[config.mk]
export PLATFORM = sky130hd
export DESIGN_NAME = rtc_cal_core
export DESIGN_NICKNAME = d
export VERILOG_FILES = /design/src/rtl/rtc_pkg.sv /design/src/rtl/rtc_prescaler.sv /design/src/rtl/rtc_bcd_ctr.sv /design/src/rtl/rtc_calendar.sv /design/src/rtl/rtc_cal_core.sv
export SDC_FILE = /design/constraint.sdc
export NUM_CORES = 1
export LEC_CHECK = 0
export BUFFER_PORTS_ARGS = -buffer_cell sky130_fd_sc_hd__buf_2
export CAP_MARGIN = 20
export CORE_MARGIN = 4
export CORE_UTILIZATION = 48
export DETAILED_ROUTE_END_ITERATION = 8
export GPL_TIMING_DRIVEN = 0
export PLACE_DENSITY = 0.66
export SKIP_CTS_REPAIR_TIMING = 1
export SLEW_MARGIN = 25
export SYNTH_ARGS = -nofsm -noshare
export SYNTH_HDL_FRONTEND = slang
export SYNTH_SLANG_ARGS = --single-unit
[constraint.sdc]
create_clock -name clk -period 7.1 [get_ports clk]
set_clock_uncertainty 0.15 [all_clocks]
set_input_delay 0.71 -clock clk [delete_from_list [all_inputs] [get_ports clk]]
set_output_delay 0.71 -clock clk [all_outputs]
set_load 0.1 [all_outputs]
[src/rtl/rtc_pkg.sv]
package rtc_pkg;

  localparam int REG_AW  = 4;
  localparam int NFIELD  = 7;   // sec, min, hour, wday, day, month, year
  localparam int DAY_IDX = 4;

  typedef enum logic [REG_AW-1:0] {
    RA_SUBSEC = 4'd0,
    RA_SEC    = 4'd1,
    RA_MIN    = 4'd2,
    RA_HOUR   = 4'd3,
    RA_WDAY   = 4'd4,
    RA_DAY    = 4'd5,
    RA_MON    = 4'd6,
    RA_YEAR   = 4'd7,
    RA_CTRL_A = 4'd14,
    RA_CTRL_B = 4'd15
  } reg_addr_e;

  // Packed-BCD increment without range check.
  function automatic logic [7:0] bcd_inc(input logic [7:0] v);
    if (v[3:0] >= 4'd9) return {v[7:4] + 4'd1, 4'd0};
    return v + 8'd1;
  endfunction

  // BCD year divisible by four: even tens with 0/4/8, odd tens with 2/6.
  function automatic logic bcd_leap(input logic [7:0] y);
    if (y[4]) return (y[3:0] == 4'd2) || (y[3:0] == 4'd6);
    return (y[3:0] == 4'd0) || (y[3:0] == 4'd4) || (y[3:0] == 4'd8);
  endfunction

  function automatic logic [7:0] bcd_month_len(input logic [7:0] mon,
                                               input logic [7:0] yr);
    case (mon)
      8'h02:                      return bcd_leap(yr) ? 8'h29 : 8'h28;
      8'h04, 8'h06, 8'h09, 8'h11: return 8'h30;
      default:                    return 8'h31;
    endcase
  endfunction

  function automatic logic [7:0] field_lo(input int idx);
    return (idx == 4 || idx == 5) ? 8'h01 : 8'h00;
  endfunction

  function automatic logic [7:0] field_hi(input int idx);
    case (idx)
      0, 1:    return 8'h59;
      2:       return 8'h23;
      3:       return 8'h06;
      4:       return 8'h31;
      5:       return 8'h12;
      default: return 8'h99;
    endcase
  endfunction

endpackage

[src/rtl/rtc_prescaler.sv]
module rtc_prescaler #(
  parameter  int TICK_HZ = 128,
  localparam int PRE_W   = $clog2(TICK_HZ)
) (
  input  logic             clk,
  input  logic             rst,
  input  logic             tick_i,
  input  logic             run_i,
  input  logic             clr_i,
  output logic [PRE_W-1:0] count_o,
  output logic             sec_step_o
);

  localparam logic [PRE_W-1:0] LAST = PRE_W'(TICK_HZ - 1);

  logic adv;
  assign adv        = tick_i && run_i && !clr_i;
  assign sec_step_o = adv && (count_o == LAST);

  always_ff @(posedge clk) begin
    if (rst || clr_i)   count_o <= '0;
    else if (adv)       count_o <= (count_o == LAST) ? '0 : count_o + 1'b1;
  end

endmodule

[src/rtl/rtc_bcd_ctr.sv]
module rtc_bcd_ctr #(
  parameter logic [7:0] LO = 8'h00,
  parameter logic [7:0] HI = 8'h59
) (
  input  logic       clk,
  input  logic       rst,
  input  logic       step_i,
  input  logic       we_i,
  input  logic [7:0] wdata_i,
  output logic [7:0] val_o
);
  import rtc_pkg::*;

  always_ff @(posedge clk) begin
    if (rst)         val_o <= LO;
    else if (we_i)   val_o <= wdata_i;
    else if (step_i) val_o <= (val_o == HI) ? LO : bcd_inc(val_o);
  end

endmodule

[src/rtl/rtc_calendar.sv]
module rtc_calendar
  import rtc_pkg::*;
(
  input  logic                   clk,
  input  logic                   rst,
  input  logic                   sec_step_i,
  input  logic [NFIELD-1:0]      we_i,
  input  logic [7:0]             wdata_i,
  output logic [NFIELD-1:0][7:0] val_o
);

  // Weekday sits in the chain but does not gate the day carry.
  localparam logic [NFIELD-1:0] PASS = 7'b0001000;

  logic [NFIELD-1:0] at_max;
  logic [NFIELD-1:0] gate;
  logic [NFIELD-1:0] step;

  assign at_max[NFIELD-1] = 1'b0;
  assign gate = PASS | at_max;

  always_comb begin
    logic acc;
    acc = sec_step_i;
    for (int i = 0; i < NFIELD; i++) begin
      step[i] = acc;
      acc     = acc & gate[i];
    end
  end

  for (genvar g = 0; g < NFIELD; g++) begin : g_field
    if (g == DAY_IDX) begin : g_day
      logic [7:0] last_day;
      logic [7:0] day_q;
      assign last_day  = bcd_month_len(val_o[DAY_IDX+1], val_o[DAY_IDX+2]);
      assign at_max[g] = (day_q == last_day);
      assign val_o[g]  = day_q;
      always_ff @(posedge clk) begin
        if (rst)          day_q <= 8'h01;
        else if (we_i[g]) day_q <= wdata_i;
        else if (step[g]) day_q <= at_max[g] ? 8'h01 : bcd_inc(day_q);
      end
    end else begin : g_ctr
      rtc_bcd_ctr #(
        .LO(field_lo(g)),
        .HI(field_hi(g))
      ) u_ctr (
        .clk    (clk),
        .rst    (rst),
        .step_i (step[g]),
        .we_i   (we_i[g]),
        .wdata_i(wdata_i),
        .val_o  (val_o[g])
      );
      if (g < NFIELD-1) begin : g_max
        assign at_max[g] = (val_o[g] == field_hi(g));
      end
    end
  end

endmodule

[src/rtl/rtc_cal_core.sv]
module rtc_cal_core
  import rtc_pkg::*;
#(
  parameter  int TICK_HZ = 128,
  localparam int PRE_W   = $clog2(TICK_HZ)
) (
  input  logic              clk,
  input  logic              rst,
  input  logic              tick_i,
  input  logic              bus_we_i,
  input  logic [REG_AW-1:0] bus_addr_i,
  input  logic [7:0]        bus_wdata_i,
  output logic [7:0]        bus_rdata_o,
  output logic              carry_irq_o
);

  logic                   start_q, en_q, cf_q, cie_q;
  logic                   run, presc_clr, sec_step;
  logic                   wr_ctl_a, wr_ctl_b;
  logic [PRE_W-1:0]       presc_cnt;
  logic [NFIELD-1:0]      field_we;
  logic [NFIELD-1:0][7:0] cal_val;

  assign run       = start_q & en_q;
  assign wr_ctl_a  = bus_we_i && (bus_addr_i == RA_CTRL_A);
  assign wr_ctl_b  = bus_we_i && (bus_addr_i == RA_CTRL_B);
  assign presc_clr = wr_ctl_b && bus_wdata_i[1];

  always_comb begin
    for (int i = 0; i < NFIELD; i++)
      field_we[i] = bus_we_i && (bus_addr_i == REG_AW'(i + 1));
  end

  rtc_prescaler #(.TICK_HZ(TICK_HZ)) u_presc (
    .clk       (clk),
    .rst       (rst),
    .tick_i    (tick_i),
    .run_i     (run),
    .clr_i     (presc_clr),
    .count_o   (presc_cnt),
    .sec_step_o(sec_step)
  );

  rtc_calendar u_cal (
    .clk       (clk),
    .rst       (rst),
    .sec_step_i(sec_step),
    .we_i      (field_we),
    .wdata_i   (bus_wdata_i),
    .val_o     (cal_val)
  );

  always_ff @(posedge clk) begin
    if (rst) begin
      start_q <= 1'b0;
      en_q    <= 1'b0;
      cf_q    <= 1'b0;
      cie_q   <= 1'b0;
    end else begin
      if (wr_ctl_b) begin
        start_q <= bus_wdata_i[0];
        en_q    <= bus_wdata_i[3];
      end
      if (wr_ctl_a) cie_q <= bus_wdata_i[4];
      if (sec_step)                          cf_q <= 1'b1;
      else if (wr_ctl_a && !bus_wdata_i[7])  cf_q <= 1'b0;
    end
  end

  always_ff @(posedge clk) begin
    if (rst) begin
      bus_rdata_o <= 8'h00;
      carry_irq_o <= 1'b0;
    end else begin
      carry_irq_o <= cf_q & cie_q;
      case (bus_addr_i)
        RA_SUBSEC: bus_rdata_o <= 8'(presc_cnt);
        RA_SEC:    bus_rdata_o <= cal_val[0];
        RA_MIN:    bus_rdata_o <= cal_val[1];
        RA_HOUR:   bus_rdata_o <= cal_val[2];
        RA_WDAY:   bus_rdata_o <= cal_val[3];
        RA_DAY:    bus_rdata_o <= cal_val[4];
        RA_MON:    bus_rdata_o <= cal_val[5];
        RA_YEAR:   bus_rdata_o <= cal_val[6];
        RA_CTRL_A: bus_rdata_o <= {cf_q, 2'b00, cie_q, 4'h0};
        RA_CTRL_B: bus_rdata_o <= {4'h0, en_q, 2'b00, start_q};
        default:   bus_rdata_o <= 8'h00;
      endcase
    end
  end

endmodule

Yosys cells after proc, flatten, opt, wreduce, memory -nomap -nowiden
Index checks and enable logic that the tools add are counted.

operators by class
  eq/ne operators = 26
  bitwise gates (word level) = 7
  reductions and logical operators = 31
  magnitude comparators = 7
  multiplexer cells = 74
  add/sub/neg operators = 15

operators by type and width
  kind                                                       number
  two-way mux 8 bit                                          35
  case mux 8 bit (10 select lines)                           1
  adder 8 x 1 -> 8 bit (second input constant)               7
  two-way mux 1 bit                                          36
  adder 4 x 1 -> 4 bit (second input constant)               7
  greater-or-equal comparator 4 bit (second input constant)  7
  equality test 4 x 3 -> 1 bit (second input constant)       6
  equality test 8 x 3 -> 1 bit (second input constant)       3
  equality test 8 x 5 -> 1 bit (second input constant)       2
  equality test 8 x 7 -> 1 bit (second input constant)       2
  case mux 8 bit (2 select lines)                            1
  nonzero test 2 bit                                         8
  logical AND 1 bit                                          14
  equality test 4 x 2 -> 1 bit (second input constant)       3
  equality test 4 bit (second input constant)                3
  equality test 8 x 2 -> 1 bit (second input constant)       1
  equality test 8 x 4 -> 1 bit (second input constant)       1
  equality test 8 x 6 -> 1 bit (second input constant)       1
  equality test 8 bit                                        1
  equality test 8 bit (second input constant)                1
  zero test 4 bit                                            2
  adder 7 x 1 -> 7 bit (second input constant)               1
  bitwise AND 1 bit                                          7
  equality test 7 bit (second input constant)                1
  5 further kinds                                            9

word-level totals
  output and inout bits = 9
  input bits = 16
  word-level logic and storage cells = 174
  register bits after elaboration = 76

Depth between registers and ports, before layout
  depth after elaboration = 18
  depth in mapped cells = 11
  depth with buffers taken out = 9

Hierarchy
From an unflattened synthesis, not the netlist that was laid out.

second synthesis, totals
  cell total of the unflattened synthesis = 710
  area, all modules = 5978.2 sq um

by module, submodules not included
  module                                          cells an instance  seq. area each (sq um)  area an instance (sq um)  instances
  rtc_cal_core                                    153                260.2                   1266.2                    1
  rtc_bcd_ctr (u_cal.g_field[0].g_ctr.u_ctr ...)  65                 160.2                   534.3                     2
  rtc_calendar                                    103                160.2                   895.9                     1
  rtc_bcd_ctr (u_cal.g_field[3].g_ctr.u_ctr)      71                 160.2                   621.8                     1
  rtc_bcd_ctr (u_cal.g_field[5].g_ctr.u_ctr)      71                 160.2                   600.6                     1
  rtc_bcd_ctr (u_cal.g_field[2].g_ctr.u_ctr)      72                 160.2                   589.3                     1
  rtc_bcd_ctr (u_cal.g_field[6].g_ctr.u_ctr)      64                 160.2                   556.8                     1
  rtc_prescaler                                   46                 140.1                   379.1                     1

Worst setup path after synthesis
OpenSTA, ideal clock, no wires.

  path type = input to register
  start = input port bus_we_i
  end = register u_cal.g_field[5].g_ctr.u_ctr.val_o[3]
  buffers on the path = 2
  cell stages on the path = 9
  data required time = 6.808 ns
  setup time = 0.142 ns
  arrival time = 2.661 ns
  setup slack = 4.147 ns
  path through = buf_4 -> and4_4 -> a2111oi_4 -> and4_1 -> buf_2 -> nand2_2 -> or4_4 -> a21oi_1 -> a221oi_1

on the way
  word-level cells in the longest chain between the ends = 10
  elaborated cells on any way between the ends = 12
  those cells by class = 1 x mux; 4 x bitwise; 7 x reduce/logical

RTL lines
  what                                 RTL line             source
  from (decl)                          rtc_cal_core.sv:10   input logic bus_we_i,
  logical AND 1 bit                    rtc_cal_core.sv:26   assign wr_ctl_b = bus_we_i && (bus_addr_i == RA_CTRL_B);
  logical AND 1 bit                    rtc_cal_core.sv:27   assign presc_clr = wr_ctl_b && bus_wdata_i[1];
  zero test 1 bit                      rtc_prescaler.sv:17  assign adv = tick_i && run_i && !clr_i;
  logical AND 1 bit                    rtc_prescaler.sv:17
  logical AND 1 bit                    rtc_prescaler.sv:18  assign sec_step_o = adv && (count_o == LAST);
  bitwise AND 1 bit (4 in series)      rtc_calendar.sv:27   acc = acc & gate[i];
  nonzero test 2 bit (no source line)  n/a
  to (signal assigned)                 rtc_bcd_ctr.sv:16    else if (we_i) val_o <= wdata_i;
  to (signal assigned)                 rtc_bcd_ctr.sv:17    else if (step_i) val_o <= (val_o == HI) ? LO : bcd_inc(val_o);
  to (decl)                            rtc_bcd_ctr.sv:10    output logic [7:0] val_o

Parallel ways exist; a longest one is shown, timed or not.
A chain may end at the register's enable or synchronous reset.

Worst setup path after layout
  start = register u_cal.g_field[6].g_ctr.u_ctr.val_o[0]
  end = register u_cal.g_field[5].g_ctr.u_ctr.val_o[3]

on the way
  word-level cells in the longest chain between the ends = 10
  elaborated cells on any way between the ends = 16
  those cells by class = 5 x eq/ne; 5 x mux; 1 x bitwise; 5 x reduce/logical

RTL lines
  what                                                          RTL line                      source
  from (decl)                                                   rtc_bcd_ctr.sv:10
  from (signal assigned)                                        rtc_bcd_ctr.sv:16
  from (signal assigned)                                        rtc_bcd_ctr.sv:17
  equality test 4 x 2 -> 1 bit (tied with other cells)          rtc_pkg.sv:28                 if (y[4]) return (y[3:0] == 4'd2) || (y[3:0] == 4'd6);
  logical OR 1 bit, on equally long branches                    rtc_pkg.sv:28, rtc_pkg.sv:29
  two-way mux 1 bit / logical OR 1 bit (equally long branches)  rtc_pkg.sv:28, rtc_pkg.sv:29
  two-way mux 1 bit *                                           rtc_pkg.sv:29                 return (y[3:0] == 4'd0) || (y[3:0] == 4'd4) || (y[3:0] == 4'd8);
  two-way mux 1 bit *                                           rtc_pkg.sv:34                 case (mon)
  two-way mux 1 bit *                                           rtc_pkg.sv:35                 8'h02: return bcd_leap(yr) ? 8'h29 : 8'h28;
  case mux 8 bit (2 select lines) *                             rtc_pkg.sv:34
  equality test 8 bit *                                         rtc_calendar.sv:36            assign at_max[g] = (day_q == last_day);
  bitwise AND 1 bit *                                           rtc_calendar.sv:27
  nonzero test 2 bit (no source line) *                         n/a

Mark *: on every way between the ends. The rest lies on a longest branch, timed or not. The select of a mux whose other input is x is not followed.

==> run metrics <==
outcome complete, no violations; maximum net fanout on the critical path 7; PwrDens about 170 nW/um^2; Synth async-reset ratio 0%; switching share of power 27.04%; Die H 115.7 um; Area contributors post-synth dfxtp_1 (27%), ha_1 (9.0%), nor2_1 (6.1%); sw power 0.2774 mW; Area growth syn-to-layout 10.02%; fin crit share 49.50%; FILL cells 1,102; critical path endpoint category flop; WP data required a little over 7 ns; synth warn 0; RSZ-0062 raised after global routing no; Starting Density 48.96%; Yosys top cell by area dfxtp_1; synthesis-stage register bit count 76; fraction of layout cells with a size suffix above 1 8.090%; Num CTS Buffers 9; WL/cell between 20 and 25 um; achievable frequency approximately 280 MHz; sequential fraction of the synthesis area 27.33%; prevailing post-synth register cell dfxtp_1; Hold Fails Final Rpt 0; CTS tree yes; Arrival @ worst endpoint 3.62 ns; most common cell in the synthesized netlist nor2_1; # H-tree levels 3; dpl cell area 5839 um^2; antenna fix cells 0; die area 13,380 um^2; DPL Wire Length approximately 15,000 um; VDD IR max 0.1061 mV; gr ovfl total 0; vias per cell approximately 6.6; CTS Sinks 76; Slew Viols, Final 0; Die X about 120 um; Synth Net Count between 700 and 800; Int Pwr 0.7486 mW; clk root buf clkbuf_16; final setup vio count 0; gate count of the mapped netlist 722; EDFF count, synth 0; Design Power 1.026 mW; Post-Syn Area 5567 um^2; Final Wtd Congestion 1.067; power share of the combinational group 11.8%; Post-Route WL ~20,000 um; Clock Latency Late Sink 0.35 ns; Non-Filler Instances approximately 900; setup TNS 0 ns; WS Path Type flop to flop; nets between 800 and 900; Worst Tran Pin Value 1.029 ns; Synth cell types 77; largest net degree at the start of global routing 12; CORE AREA 11,370 um^2; Global Route Usage Sum 30.17%; crit path launch type flop; Initial DRC Count 724; Reg power frac a little over two fifths; top post-synthesis cells by count nor2_1 (90), dfxtp_1 (76), a21oi_1 (55); vias in the first global route between 5,000 and 6,000; min Tclk post-route between 3 and 4 ns; initial antenna violation count 0; final non-filler cell area 6125 um^2; DR vias 5,919; mean area per synthesized cell between 7 and 8 um^2; first-pass GRT wire length 30,440 um; I/O pin cnt 25; Clock transition at path regs roughly 0.06 ns; Hold Path Class flop to flop; Pre-Repair DR Iteration Count 7; Clock Tree Buf Depth 2; DRC Markers 0; Antenna Violating Nets Remaining 0; Slew headroom 31.20%; placed cells 882; Synth top area share 27.33%; max cap viols 0; leakage power total 2.199 nW; # port buffers 17; clock network fraction of total power 44.8%; row cnt 39
-- state kept, by name (all words and copies together) (netlist names) --
signal and flops:
bus_rdata_o 8, carry_irq_o 1, cf_q 1, cie_q 1, en_q 1, start_q 1, u_cal.g_field.g_ctr.u_ctr.val_o 48, u_cal.g_field.g_day.day_q 8
u_presc.count_o 7
-- power groups by stage --
stage	sequential [mW]	clock [mW]	combinational, mW
floorplan	0.456	0	0.0721
global route	0.446	0.487	0.129
detailed placement	0.454	0	0.118
finish	0.445	0.460	0.121
global placement	0.454	0	0.116
CTS	0.445	0.465	0.118
-- layout by cell type, fill, tap and decap left out, types with 5 or more instances in the layout --
cell type,netlist,final
and4_1,6,6
mux2_2,5,5
nor4_1,8,8
ha_1,40,40
a211oi_1,20,20
and3_1,12,12
a221oi_1,8,8
a21oi_1,55,55
nand4b_1,5,5
clkbuf_16,0,9
nor2_1,90,90
a22oi_1,7,7
clkbuf_1,31,34
nand3_1,32,32
o21ai_0,34,34
dfxtp_1,76,76
a31oi_1,8,8
nand4_1,23,23
mux2i_1,18,18
and2_1,6,6
a311oi_1,10,10
xor2_1,8,8
xnor2_1,5,5
nor3_1,30,30
nand2_1,54,54
buf_2,4,21
nor2b_1,9,9
inv_1,37,37
-- critical path, stage by stage (launching register included) --
cell and delay (ns):
dfxtp_1 0.39, inv_1 0.15, ha_1 0.19, inv_1 0.05, o32ai_1 0.83, a21oi_1 0.22
a311oi_2 0.80, or4_4 0.30, a21oi_1 0.07, a221oi_1 0.27
-- logic make-up after synthesis --
group | count (synthesis) | synth area share (%)
compound gates | 180 | 21.85
xor+xnor | 13 | 2.045
fa+ha+maj | 40 | 8.991
buf+inv | 81 | 6.046
flops | 76 | 27.33
mux | 24 | 4.653
simple gates | 308 | 29.09
-- stage by stage --
stage | hold slack (ns) | util (%) | setup WS, ns
final | 0.3477 | 53.87 | 3.585
after global routing | 0.3824 | 53.87 | 3.484
after CTS | 0.3459 | 53.87 | 3.721
after detailed placement | 0.3382 | 51.36 | 3.647
after global placement | 0.3310 | 51.28 | 3.456
after floorplan | 0.3072 | - | 4.147
-- layer usage --
layer	vias up	share of wire [%]	GRT usage (%)
li1	2724	-	-
met1	2807	42	41.28
met2	327	45	47.22
met3	61	9.1	4.334
met4	0	4.0	13.77
met5	-	0	0
-- worst paths after layout --
kind / slack, ns / from / end / cells past startpoint
setup / recovery: 3.59 / u_cal.g_field[6].g_ctr.u_ctr.val_o[0] / u_cal.g_field[5].g_ctr.u_ctr.val_o[3] / 9
hold reg to reg: 0.35 / start_q / start_q / 2
hold / removal: 0.35 / start_q / start_q / 2
setup reg to reg: 3.59 / u_cal.g_field[6].g_ctr.u_ctr.val_o[0] / u_cal.g_field[5].g_ctr.u_ctr.val_o[3] / 9
-- cell type report --
class | instances | area, um^2 | share of cell area [%]
clock inverter | 2 | 35.03 | 0.5720
clock buffer | 13 | 250.2 | 4.086
tap | 143 | 178.9 | 2.921
multi-input combinational | 565 | 3717 | 60.69
inverter | 37 | 138.9 | 2.268
sequential | 76 | 1521 | 24.84
buffer | 44 | 197.7 | 3.228
timing repair buffer | 17 | 85.08 | 1.389
(Power assumes the default switching activity.)
